==> config.mk <==
export PLATFORM = sky130hd
export DESIGN_NAME = hls_xfer_unit
export DESIGN_NICKNAME = d
export VERILOG_FILES = /design/src/rtl/hls_pkg.sv /design/src/rtl/hls_addr_gen.sv /design/src/rtl/hls_load_ext.sv /design/src/rtl/hls_seq_ctrl.sv /design/src/rtl/hls_xfer_unit.sv
export SDC_FILE = /design/constraint.sdc
export NUM_CORES = 1
export LEC_CHECK = 0
export ABC_AREA = 1
export BUFFER_PORTS_ARGS = -buffer_cell sky130_fd_sc_hd__buf_2
export CAP_MARGIN = 40
export CELL_PAD_IN_SITES_DETAIL_PLACEMENT = 1
export CELL_PAD_IN_SITES_GLOBAL_PLACEMENT = 1
export CORE_MARGIN = 2
export CORE_UTILIZATION = 39
export DETAILED_ROUTE_END_ITERATION = 10
export MAX_ROUTING_LAYER = met4
export PLACE_DENSITY = 0.9
export SLEW_MARGIN = 5
export SYNTH_ARGS = -nofsm -noshare
export SYNTH_HDL_FRONTEND = slang
export SYNTH_SLANG_ARGS = --single-unit
==> constraint.sdc <==
create_clock -name clk -period 8.35 [get_ports clk]
set_input_delay 1.67 -clock clk [delete_from_list [all_inputs] [get_ports clk]]
set_output_delay 1.67 -clock clk [all_outputs]
set_load 0.005 [all_outputs]
==> src/rtl/hls_pkg.sv <==
package hls_pkg;

    parameter int XLEN       = 32;
    parameter int RIDX_W     = 4;
    parameter int HALF_W     = 16;
    parameter int CYC_W      = 8;
    parameter int LOAD_COST  = 3;
    parameter int STORE_COST = 2;

    localparam int IMM_W = 8;

    typedef enum logic [1:0] {
        XOP_LDUH = 2'd0,
        XOP_STH  = 2'd1,
        XOP_LDSH = 2'd2,
        XOP_LDSB = 2'd3
    } xop_e;

    typedef enum logic [1:0] {
        ACC_BYTE = 2'b00,
        ACC_HALF = 2'b01
    } acc_size_e;

    typedef struct packed {
        xop_e              op;
        logic              pre;
        logic              up;
        logic              imm_sel;
        logic [RIDX_W-1:0] rb;
        logic [RIDX_W-1:0] rd;
        logic [RIDX_W-1:0] rm;
        logic [IMM_W-1:0]  imm8;
    } xfer_dec_t;

    function automatic xfer_dec_t xfer_decode(input logic [XLEN-1:0] w);
        xfer_dec_t d;
        if (!w[20])
            d.op = XOP_STH;
        else if (w[6:5] == 2'b11)
            d.op = XOP_LDSH;
        else if (w[6:5] == 2'b10)
            d.op = XOP_LDSB;
        else
            d.op = XOP_LDUH;
        d.pre     = w[24];
        d.up      = w[23];
        d.imm_sel = w[22];
        d.rb      = w[19:16];
        d.rd      = w[15:12];
        d.rm      = w[3:0];
        d.imm8    = {w[11:8], w[3:0]};
        return d;
    endfunction

    function automatic logic is_load(input xop_e op);
        return op != XOP_STH;
    endfunction

    function automatic acc_size_e access_size(input xop_e op);
        return (op == XOP_LDSB) ? ACC_BYTE : ACC_HALF;
    endfunction

    function automatic logic [CYC_W-1:0] base_cost(input xop_e op);
        return is_load(op) ? CYC_W'(LOAD_COST) : CYC_W'(STORE_COST);
    endfunction

endpackage

==> src/rtl/hls_addr_gen.sv <==
module hls_addr_gen
    import hls_pkg::*;
#(
    parameter int W = XLEN
) (
    input  logic             pre,
    input  logic             up,
    input  logic             imm_sel,
    input  logic [IMM_W-1:0] imm8,
    input  logic [W-1:0]     base_val,
    input  logic [W-1:0]     reg_off,
    output logic [W-1:0]     acc_addr,
    output logic [W-1:0]     new_base
);
    logic [W-1:0] offset;
    logic [W-1:0] moved;

    always_comb begin
        offset   = imm_sel ? {{(W-IMM_W){1'b0}}, imm8} : reg_off;
        moved    = up ? (base_val + offset) : (base_val - offset);
        acc_addr = pre ? moved : base_val;
        new_base = moved;
    end
endmodule

==> src/rtl/hls_load_ext.sv <==
module hls_load_ext
    import hls_pkg::*;
#(
    parameter int W  = XLEN,
    parameter int HW = HALF_W
) (
    input  xop_e          op,
    input  logic [HW-1:0] raw,
    output logic [W-1:0]  value
);
    localparam int BW = HW / 2;

    always_comb begin
        unique case (op)
            XOP_LDSH: value = {{(W-HW){raw[HW-1]}}, raw};
            XOP_LDSB: value = {{(W-BW){raw[BW-1]}}, raw[BW-1:0]};
            default:  value = {{(W-HW){1'b0}}, raw};
        endcase
    end
endmodule

==> src/rtl/hls_seq_ctrl.sv <==
module hls_seq_ctrl #(
    parameter int CW = 8
) (
    input  logic          clk,
    input  logic          rst,
    input  logic          start,
    input  logic          mem_ready,
    output logic          idle,
    output logic          req_valid,
    output logic          handshake,
    output logic          done_pulse,
    output logic [CW-1:0] wait_cnt
);
    typedef enum logic {S_IDLE, S_REQ} seq_state_e;

    localparam logic [CW-1:0] WAIT_MAX = {CW{1'b1}};

    seq_state_e state;

    assign idle      = (state == S_IDLE);
    assign req_valid = (state == S_REQ);
    assign handshake = req_valid && mem_ready;

    always_ff @(posedge clk) begin
        if (rst) begin
            state      <= S_IDLE;
            wait_cnt   <= '0;
            done_pulse <= 1'b0;
        end else begin
            done_pulse <= 1'b0;
            unique case (state)
                S_IDLE: begin
                    if (start) begin
                        state    <= S_REQ;
                        wait_cnt <= '0;
                    end
                end
                S_REQ: begin
                    if (mem_ready) begin
                        state      <= S_IDLE;
                        done_pulse <= 1'b1;
                    end else if (wait_cnt != WAIT_MAX) begin
                        wait_cnt <= wait_cnt + 1'b1;
                    end
                end
                default: state <= S_IDLE;
            endcase
        end
    end
endmodule

==> src/rtl/hls_xfer_unit.sv <==
module hls_xfer_unit
    import hls_pkg::*;
(
    input  logic              clk,
    input  logic              rst,
    input  logic              ins_valid,
    input  logic [XLEN-1:0]   ins_word,
    output logic              ins_ready,
    output logic [RIDX_W-1:0] rf_base_idx,
    input  logic [XLEN-1:0]   rf_base_val,
    output logic [RIDX_W-1:0] rf_off_idx,
    input  logic [XLEN-1:0]   rf_off_val,
    output logic [RIDX_W-1:0] rf_src_idx,
    input  logic [XLEN-1:0]   rf_src_val,
    output logic              mem_req_valid,
    input  logic              mem_req_ready,
    output logic              mem_req_write,
    output logic [1:0]        mem_req_size,
    output logic [XLEN-1:0]   mem_req_addr,
    output logic [HALF_W-1:0] mem_req_wdata,
    input  logic [HALF_W-1:0] mem_rsp_data,
    output logic              done,
    output logic              wb_base_en,
    output logic [RIDX_W-1:0] wb_base_idx,
    output logic [XLEN-1:0]   wb_base_val,
    output logic              wb_data_en,
    output logic [RIDX_W-1:0] wb_data_idx,
    output logic [XLEN-1:0]   wb_data_val,
    output logic [CYC_W-1:0]  cycles
);
    localparam int SUM_W = CYC_W + 1;
    localparam logic [SUM_W-1:0] CYC_MAX = SUM_W'({CYC_W{1'b1}});

    xfer_dec_t dec_in;
    xfer_dec_t dec_q;
    logic [XLEN-1:0] addr_in, base_in;
    logic [XLEN-1:0] addr_q, base_q;
    logic [HALF_W-1:0] wdata_q;
    logic [XLEN-1:0] ext_val;
    logic idle, start, hs;
    logic [CYC_W-1:0] wait_cnt;
    logic [SUM_W-1:0] cyc_sum;
    wire unused_src_hi = ^rf_src_val[XLEN-1:HALF_W];

    assign dec_in      = xfer_decode(ins_word);
    assign rf_base_idx = dec_in.rb;
    assign rf_off_idx  = dec_in.rm;
    assign rf_src_idx  = dec_in.rd;
    assign start       = ins_valid && idle;
    assign ins_ready   = idle;

    hls_addr_gen #(.W(XLEN)) u_addr (
        .pre      (dec_in.pre),
        .up       (dec_in.up),
        .imm_sel  (dec_in.imm_sel),
        .imm8     (dec_in.imm8),
        .base_val (rf_base_val),
        .reg_off  (rf_off_val),
        .acc_addr (addr_in),
        .new_base (base_in)
    );

    hls_seq_ctrl #(.CW(CYC_W)) u_seq (
        .clk        (clk),
        .rst        (rst),
        .start      (start),
        .mem_ready  (mem_req_ready),
        .idle       (idle),
        .req_valid  (mem_req_valid),
        .handshake  (hs),
        .done_pulse (done),
        .wait_cnt   (wait_cnt)
    );

    hls_load_ext #(.W(XLEN), .HW(HALF_W)) u_ext (
        .op    (dec_q.op),
        .raw   (mem_rsp_data),
        .value (ext_val)
    );

    // capture of the transfer at acceptance
    always_ff @(posedge clk) begin
        if (rst) begin
            dec_q   <= '0;
            addr_q  <= '0;
            base_q  <= '0;
            wdata_q <= '0;
        end else if (start) begin
            dec_q   <= dec_in;
            addr_q  <= addr_in;
            base_q  <= base_in;
            wdata_q <= rf_src_val[HALF_W-1:0];
        end
    end

    assign mem_req_addr  = addr_q;
    assign mem_req_write = !is_load(dec_q.op);
    assign mem_req_size  = access_size(dec_q.op);
    assign mem_req_wdata = wdata_q;

    assign cyc_sum = SUM_W'(base_cost(dec_q.op)) + SUM_W'(wait_cnt);

    // writeback formation at the handshake; loaded data outranks the base
    always_ff @(posedge clk) begin
        if (rst) begin
            wb_base_en  <= 1'b0;
            wb_data_en  <= 1'b0;
            wb_base_idx <= '0;
            wb_data_idx <= '0;
            wb_base_val <= '0;
            wb_data_val <= '0;
            cycles      <= '0;
        end else begin
            wb_base_en <= 1'b0;
            wb_data_en <= 1'b0;
            if (hs) begin
                wb_base_en  <= !(is_load(dec_q.op) && (dec_q.rb == dec_q.rd));
                wb_data_en  <= is_load(dec_q.op);
                wb_base_idx <= dec_q.rb;
                wb_data_idx <= dec_q.rd;
                wb_base_val <= base_q;
                wb_data_val <= ext_val;
                cycles      <= (cyc_sum > CYC_MAX) ? {CYC_W{1'b1}} : cyc_sum[CYC_W-1:0];
            end
        end
    end
endmodule

; After elaboration in Yosys (flattened, before gate mapping)
; Index checks and enable logic that the tools add are counted.
[word_totals]
ff_bits = 182
elab_cells = 59
out_inout_bits = 148
inputBits = 148
[classes]
reduce_logical = 8
magnitude_cmp = 1
bitwise_logic = 2
n_eq_ne = 10
n_mux = 18
n_addsub = 4
[ops]
columns = cell, count
row1 = $mux W32, 3
row2 = $pmux W32 S2, 1
row3 = $add A32 B32 Y32, 1
row4 = $mux W8, 4
row5 = $sub A32 B32 Y32, 1
row6 = $pmux W8 S2, 1
row7 = $add A2 B8 Y9, 1
row8 = $gt A9 B8 Y1 const B, 1
row9 = $add A8 B1 Y8 const B, 1
row10 = $eq A2 B2 Y1 const B, 4
row11 = $ne A8 B8 Y1 const B, 1
row12 = $mux W2, 3
row13 = $mux W1, 5
row14 = $eq A4 B4 Y1, 1
row15 = $ne A2 B1 Y1 const B, 2
row16 = $ne A2 B2 Y1 const B, 2
row17 = $reduce_or A2 Y1, 2
row18 = $logic_and A1 B1 Y1, 3
row19 = $reduce_and A3 Y1, 1
row20 = $logic_not A1 Y1, 2
row21 = $not A1 Y1, 2
row22 = $pmux W1 S2, 1

; Logic depth before layout (Yosys ltp)
; Gate-level depths: netlist of run 1.
[depth]
ltp_word = 5
depth_mapped = 25
depth_no_buf = 25

; Modules after synthesis
; A second synthesis of run 1 with hierarchy kept.
[hier_totals]
cells_unflattened = 1648
hier_area_um2 = 10742.8
[by_module_without_submodules]
columns = mod, instances, seq_area_each_um2, area_each_um2, cells_each
row1 = hls_xfer_unit, 1, 3443.3, 6251.0, 800
row2 = hls_addr_gen, 1, 0.0, 3668.5, 720
row3 = hls_seq_ctrl, 1, 200.2, 561.8, 84
row4 = hls_load_ext, 1, 0.0, 261.5, 44

; Least setup slack after synthesis of run 1
; OpenSTA, ideal clock, no wires.
[synth_path]
path_type = input to register
startpoint = input ins_word[22]
endpoint = register addr_q[31] (netlist: mem_req_addr[31])
path_buffers = 1
cell_stages = 21
t_arrival_ps = 4056
setup_slack_ps = 4182
path_cell_list = buf_6 -> o21ai_2 -> ha_1 -> nand3_1 -> inv_1 -> nand4_4 -> nor3_4 -> nor2_1 -> xor2_1 -> ha_1 -> inv_1 -> nor3_1 -> nand2_1 -> nand2_1 -> nand2_1 -> nand2_1 -> a21oi_1 -> nand3_1 -> nand3_1 -> nand2_1 -> nand2_1
[synth_between]
elab_chain_cells = 4
word_cells_on_any_way = 5
cone_classes = add/sub (2) / mux (3)
[synth_rtl]
columns = element, line_no
row1 = from (decl), hls_xfer_unit.sv:7  ; input logic [XLEN-1:0] ins_word,
row2 = $mux W32 (*), hls_addr_gen.sv:19  ; offset = imm_sel ? {{(W-IMM_W){1'b0}}, imm8} : reg_off;
row3 = $sub A32 B32 Y32 / $add A32 B32 Y32 (equally long branches), hls_addr_gen.sv:20  ; moved = up ? (base_val + offset) : (base_val - offset);
row4 = $mux W32 (*), hls_addr_gen.sv:20
row5 = $mux W32 (*), hls_addr_gen.sv:21  ; acc_addr = pre ? moved : base_val;
row6 = to (signal assigned), hls_xfer_unit.sv:90  ; addr_q <= addr_in;
row7 = to (decl), hls_xfer_unit.sv:37  ; logic [XLEN-1:0] addr_q, base_q;
; Every way passes the cells marked *; elsewhere a longest branch is shown, timed or not.
; A chain may end at the register's enable or synchronous reset.

; Worst setup path after layout of run 1
[layout_path]
startpoint = input ins_word[22]
endpoint = register addr_q[23] (netlist: mem_req_addr[23])
; Same word-level chain as after synthesis.

==> run_results.csv, run 1 <==
group,metric,value,unit
power_and_ir_drop,p_per_area,198,nW/um^2
timing,rsz0062_at_grt,"no",
timing,tightest_slew,831,ps
flow_run,maxCapViolations,0,
finish,fill_cells,3134,
die,rows,56,
detailed_routing,vias,9795,
detailed_routing,via_per_inst,5.07,
timing,hold_viol,0,
finish,antenna_cells,0,
detailed_routing,drc_errors,0,
yosys,syn_avg_cell_area,6.82,sq um
clock_tree,htreeDepth,4,
global_routing,grtUsageTotal,25.3,%
detailed_routing,wirelength,32000,um
timing,setup_viol,0,
worst_setup_path,worstPathArrival,5280,ps
worst_setup_path,end_kind,"register",
clock_tree,clk_pin_slew_worst_paths,70,ps
detailed_routing,first_pass_iters,5,
yosys,synth_top_area_share,35.4,%
die,dieArea,25500,sq um
yosys,yosys_warnings,0,
global_routing,grt_use_met3,3.75,%
worst_setup_path,worst_setup_path_start_kind,"input pin",
worst_setup_path,critical_path_class,"in -> reg",
yosys,synth-seq-area-share,35.4,%
power_and_ir_drop,leakagePower,5.88,nW
timing,clock_skew,12.3,ps
yosys,ys_seq_elements,167,
yosys,synthDistinctLibCells,46,
worst_hold_path,worstHoldPathType,"reg -> reg",
detailed_routing,wl_per_cell,16.6,um
placed_design,dp_cells,1901,
placed_design,io_buffers,268,
timing,drv_slew,0,
finish,drive_gt1_share,20.0,%
yosys,synth_top_area_cell,"dfxtp_1",
yosys,syn_inst,1385,
power_and_ir_drop,finalPower,2.27,mW
finish,nets,1792,
run_status,status,"completed",
die,die_w,160,um
yosys,synth-edff-count,0,
yosys,yosysMostFrequentCell,"nand2_1",
die,core_region_area,23600,sq um
detailed_routing,drtIter0Drc,497,
clock_tree,hold_buffers,0,
die,ios,296,
global_routing,grtUsageMet2,43.8,%
yosys,synthTopCellsByArea,"dfxtp_1, nand2_1, nor2_1, o21ai_0, ha_1",
global_routing,antenna_found_initial,0,
yosys,synthTopCellsByCount,"nand2_1, nor2_1, dfxtp_1",
die,die_h,160,um
yosys,synth_flop_cell,"dfxtp_1",
worst_setup_path,path_max_fanout,28,
clock_tree,clock-sinks,167,
yosys,synth_nets,1576,
yosys,ys_async_sr_fraction,0,%
placed_design,gp_congestion,0.907,
worst_setup_path,cp_data_required_time,8670,ps
timing,relSlewSlack,44.6,%
global_routing,grt_first_pass_wirelength,50300,um
clock_tree,cts.repair.resized,0,
detailed_routing,ant_nets,0,
clock_tree,cts_tree,"done",
global_routing,grt_use_met1,30.2,%
die,start_util,40.0,%
finish,synthToLayoutAreaGrowth,21.0,%
global_routing,grt_max_degree,71,
global_routing,grt_pass1_vias,9796,
placed_design,place_hpwl,25400,um
timing,final.setup.tns,0,ps
global_routing,overflow,0,
global_routing,grt_most_used_layer,"met2",
timing,finalCriticalPeriod,4960,ps
clock_tree,clk_latency,420,ps
clock_tree,cts_buffers,17,
timing,finalCritPeriodShare,59.4,%
clock_tree,cts_buffer_depth,2,
yosys,mappedNetlistArea,9440,sq um
clock_tree,ctsRootBufferMaster,"clkbuf_16",
finish,final_cells,1933,
clock_tree,post-cts-setup-buffers,0,
timing,max_clock_freq,201,MHz
power_and_ir_drop,peakVddDrop,0.000169,V
-- final cells by class --
| type | count | area (sq um) | area share, % |
|---|---|---|---|
| inverters | 139 | 522 | 4.57 |
| multi-input cells | 1001 | 5160 | 45.1 |
| flip-flops and latches | 167 | 3340 | 29.3 |
| repair buffers | 275 | 1420 | 12.4 |
| clock buffers | 20 | 447 | 3.91 |
| clock inverters | 12 | 141 | 1.24 |
| well taps | 319 | 399 | 3.49 |
-- registers in the layout, indices dropped and copies added (netlist names), 4 cells and up --
register and flops:
wb_data_val 17, mem_req_wdata 16, wb_base_idx 4, cycles 8, wb_base_val 32, wb_data_idx 4
dec_q 10, base_q 32, u_seq.wait_cnt 8, mem_req_addr 32
-- placed cells by master, fill, tap and decap left out, drive strengths merged --
cell / Yosys / layout
nor2: 209 / 209
clkinv: 1 / 5
nor3b: 1 / 1
inv: 138 / 142
a211oi: 2 / 2
o211ai: 16 / 16
a21oi: 54 / 54
buf: 40 / 275
xor2: 30 / 30
or2: 1 / 1
a21boi: 1 / 1
o22ai: 2 / 2
bufinv: 0 / 2
xnor2: 23 / 23
o41ai: 1 / 1
conb: 1 / 1
nand2: 351 / 351
clkbuf: 38 / 20
a22o: 19 / 19
nand3b: 3 / 3
nor3: 14 / 14
nand4: 6 / 6
o21ai: 139 / 139
clkinvlp: 0 / 2
mux2i: 2 / 2
nand3: 52 / 52
a21o: 5 / 5
fa: 1 / 1
ha: 42 / 42
o21bai: 5 / 5
dfxtp: 167 / 167
a31oi: 10 / 10
o221ai: 11 / 11
-- per-layer routing --
metal / share of wire [%] / wire length (um) / up-vias
met2: 49 / 15700 / 281
met3: 4.4 / 1410 / 40
met5: 0 / 0 / -
met4: 2.3 / 725 / 0
met1: 44 / 14200 / 4604
li1: - / - / 4870
-- critical path, stage by stage --
cell and delay, ps:
buf_2 240, inv_2 360, nand2_1 90, nand2_1 120, ha_1 190, nand3_1 120
inv_1 130, nand4_4 150, nand2_1 130, o21ai_0 120, xnor2_1 310, ha_1 320
a21oi_1 200, nand2_1 120, a21oi_1 120, nand2_1 140, a21oi_1 200, xor2_1 290
nand2_1 90, nand2_1 80, nand2_1 50
-- kinds of logic after synthesis --
group / count (synthesis) / synth area share (%)
simple gates: 637 / 27.1
flops: 167 / 35.4
buf+inv: 217 / 10.1
fa+ha+maj: 43 / 5.78
mux: 2 / 0.212
compound gates: 265 / 16.4
other cells: 1 / 0.0397
xor+xnor: 53 / 4.92
-- through the flow --
stage,area [sq um],hold WS [ps],setup WS [ps],utilization [%]
2_1_floorplan,9440,414,4180,-
3_3_place_gp,10800,429,3050,45.7
3_5_place_dp,10800,435,2950,45.9
4_1_cts,11400,451,3400,48.4
5_1_grt,11400,467,2930,48.4
6_report,11400,448,3390,48.4
-- worst paths after layout --
| kind | from | end | slack, ps | cells after the start |
|---|---|---|---|---|
| hold reg to reg | base_q[0] | base_q[0] | 450 | 2 |
| hold / removal | base_q[0] | base_q[0] | 450 | 2 |
| setup / recovery | ins_word[22] | mem_req_addr[23] | 3390 | 21 |
| setup reg to reg | dec_q[23] | cycles[0] | 5890 | 15 |
-- where the power goes --
group | switching, mW | internal, mW | total, mW
clock network | 0.338 | 0.454 | 0.792
logic | 0.368 | 0.210 | 0.577
registers | 0.0368 | 0.861 | 0.898
Note: power is estimated with default switching activity, not from simulation.
==> run 2, diff against run 1 <==
- CORE_UTILIZATION: 39 -> 36
- PLACE_DENSITY: 0.9 -> 0.84
- clock period: 8.35 -> 4.9 ns (I/O delays scaled with it)
==> run 2 against run 1 <==
Effect of this change:
- via count fell by 1.1%
- power increased by 66%
- setup slack lost 2500 ps
- combinational power grew 69%
- worst hold slack worse by 0.98 ps
==> run_results.csv, run 2 (synthesis gave the netlist of run 1 again) <==
group,metric,value,unit
timing,rsz0062_at_grt,"no",
clock_tree,clk_latency,420,ps
finish,final_common_cell,"nand2_1",
finish,antenna_cells,0,
timing,setup_slack,892,ps
worst_setup_path,critical_path_class,"in -> reg",
detailed_routing,drc_errors,0,
detailed_routing,first_pass_iters,4,
die,dieArea,27500,sq um
placed_design,dp_cells,1919,
timing,max_clock_freq,249,MHz
flow_run,maxCapViolations,0,
timing,tightest_slew,801,ps
global_routing,overflow,0,
timing,hold_slack,447,ps
worst_hold_path,worstHoldPathType,"reg -> reg",
timing,finalCritPeriodShare,81.8,%
die,core_region_area,25900,sq um
finish,fill_cells,3451,
worst_setup_path,path_cells,"buf_2 > inv_2 > nand2_1 > nand2_1 > ha_1 > nand3_1 > inv_1 > nand4_4 > nand2_1 > o21ai_0 > xnor2_1 > ha_1 > a21oi_1 > nand2_1 > a21oi_1 > nand2_1 > a21oi_1 > xor2_1 > nand2_1 > nand2_1 > nand2_1",
timing,setup_viol,0,
global_routing,grt_pass1_vias,9794,
finish,final_area,11400,sq um
worst_hold_path,whs_path_depth,2,
detailed_routing,ant_nets,0,
power_and_ir_drop,p_clk_share,33.4,%
worst_setup_path,max_stage_delay,310,ps
global_routing,grtUsageTotal,23.1,%
global_routing,grt_first_pass_wirelength,50300,um
run_status,status,"completed",
finish,final_cells,1951,
global_routing,antenna_found_initial,0,
clock_tree,htreeDepth,4,
die,die_h,166,um
clock_tree,clock-sinks,167,
clock_tree,post-cts-setup-buffers,0,
worst_setup_path,critical_path_buf_inv_count,3,
die,ios,296,
detailed_routing,via_per_inst,4.96,
clock_tree,cts_tree,"done",
timing,clock_skew,10.5,ps
timing,relSlewSlack,46.6,%
power_and_ir_drop,p_per_area,329,nW/um^2
placed_design,dpl_cell_area,10900,sq um
power_and_ir_drop,internal-power,2.49,mW
placed_design,dp_slack,446,ps
worst_setup_path,cp_data_required_time,5220,ps
die,rows,59,
power_and_ir_drop,finalPower,3.76,mW
worst_setup_path,cp_num_cells,21,
worst_setup_path,crit_path_top_delay_cell,"ha_1",
power_and_ir_drop,power.switching,1.27,mW
clock_tree,hold_buffers,0,
worst_setup_path,end_kind,"register",
power_and_ir_drop,peakVddDrop,0.000230,V
power_and_ir_drop,seq_power_share,40.7,%
worst_setup_path,cpMostUsedCell,"nand2_1",
worst_setup_path,path_delay_family,"simple AND/OR/NAND/NOR gates",
worst_setup_path,regToRegStartpoint,"u_seq.req_valid",
clock_tree,ctsRootBufferMaster,"clkbuf_16",
detailed_routing,wl_per_cell,16.0,um
placed_design,place_hpwl,25000,um
worst_setup_path,worst_setup_path_start_kind,"input pin",
power_and_ir_drop,switching_share,33.7,%
die,die_w,166,um
global_routing,grt_max_degree,53,
finish,synthToLayoutAreaGrowth,21.0,%
placed_design,gp_congestion,0.883,
power_and_ir_drop,leakagePower,5.85,nW
timing,drv_slew,0,
power_and_ir_drop,power_frac_comb,25.9,%
finish,nets,1794,
finish,drive_gt1_share,20.0,%
clock_tree,cts.repair.resized,0,
finish,fin_util,44.1,%
timing,final.setup.tns,0,ps
detailed_routing,wirelength,31200,um
clock_tree,clk_pin_slew_worst_paths,70,ps
die,start_util,36.4,%
clock_tree,cts_buffer_depth,2,
worst_setup_path,startpoint,"ins_word[22]",
worst_setup_path,rr_worst_depth,7,
detailed_routing,vias,9683,
worst_hold_path,hp-start,"base_q[1]",
timing,hold_viol,0,
clock_tree,cts_buffers,17,
placed_design,io_buffers,268,
worst_setup_path,worstPathArrival,4330,ps
finish,mostFrequentLayoutCells,"nand2_1, buf_2, nor2_1",
timing,finalCriticalPeriod,4010,ps
worst_setup_path,path_max_fanout,28,
detailed_routing,drtIter0Drc,482,
run 2: cell types whose count changed in the layout (fill, tap and decap cells not counted), sizes merged:
cell      delta
clkinvlp     +4
bufinv       -2
buf          +2
clkinv       -2
run 2: cell type report:
| cell class | instances | area (sq um) | area share (%) |
|---|---|---|---|
| multi-input combinational | 1001 | 5160 | 45.1 |
| sequential | 167 | 3340 | 29.3 |
| timing repair buffer | 277 | 1440 | 12.6 |
| inverter | 139 | 522 | 4.57 |
| clock buffer | 20 | 447 | 3.91 |
| tap | 335 | 419 | 3.67 |
| clock inverter | 12 | 93.8 | 0.821 |
run 2: path summary, 6_finish.rpt:
path	end	slack (ps)
min reg2reg	base_q[1]	450
max reg2reg	base_q[23]	2330
max	mem_req_addr[23]	890
min	base_q[1]	450
run 2: power by group through the flow:
stage          clock (mW)  combinational (mW)  sequential, mW
5_1_grt              1.34                1.10            1.54
3_5_place_dp            0               0.974            1.56
3_3_place_gp            0               0.943            1.55
2_1_floorplan           0               0.627            1.55
6_report             1.26               0.974            1.53
4_1_cts              1.29               0.979            1.53
run 2: per-layer routing:
| layer | GRT usage [%] | up-vias | share of wire [%] | routed length (um) |
|---|---|---|---|---|
| li1 | - | 4869 | - | - |
| met1 | 27.8 | 4515 | 45 | 14100 |
| met2 | 40.6 | 260 | 49 | 15300 |
| met3 | 2.86 | 39 | 4.0 | 1260 |
| met4 | 6.35 | 0 | 1.9 | 609 |
| met5 | - | - | 0 | 0 |
run 2: worst min-delay path: stages, from the launching register on:
cell and delay [ps]:
dfxtp_1 330, nand2_1 50, nand2_1 40
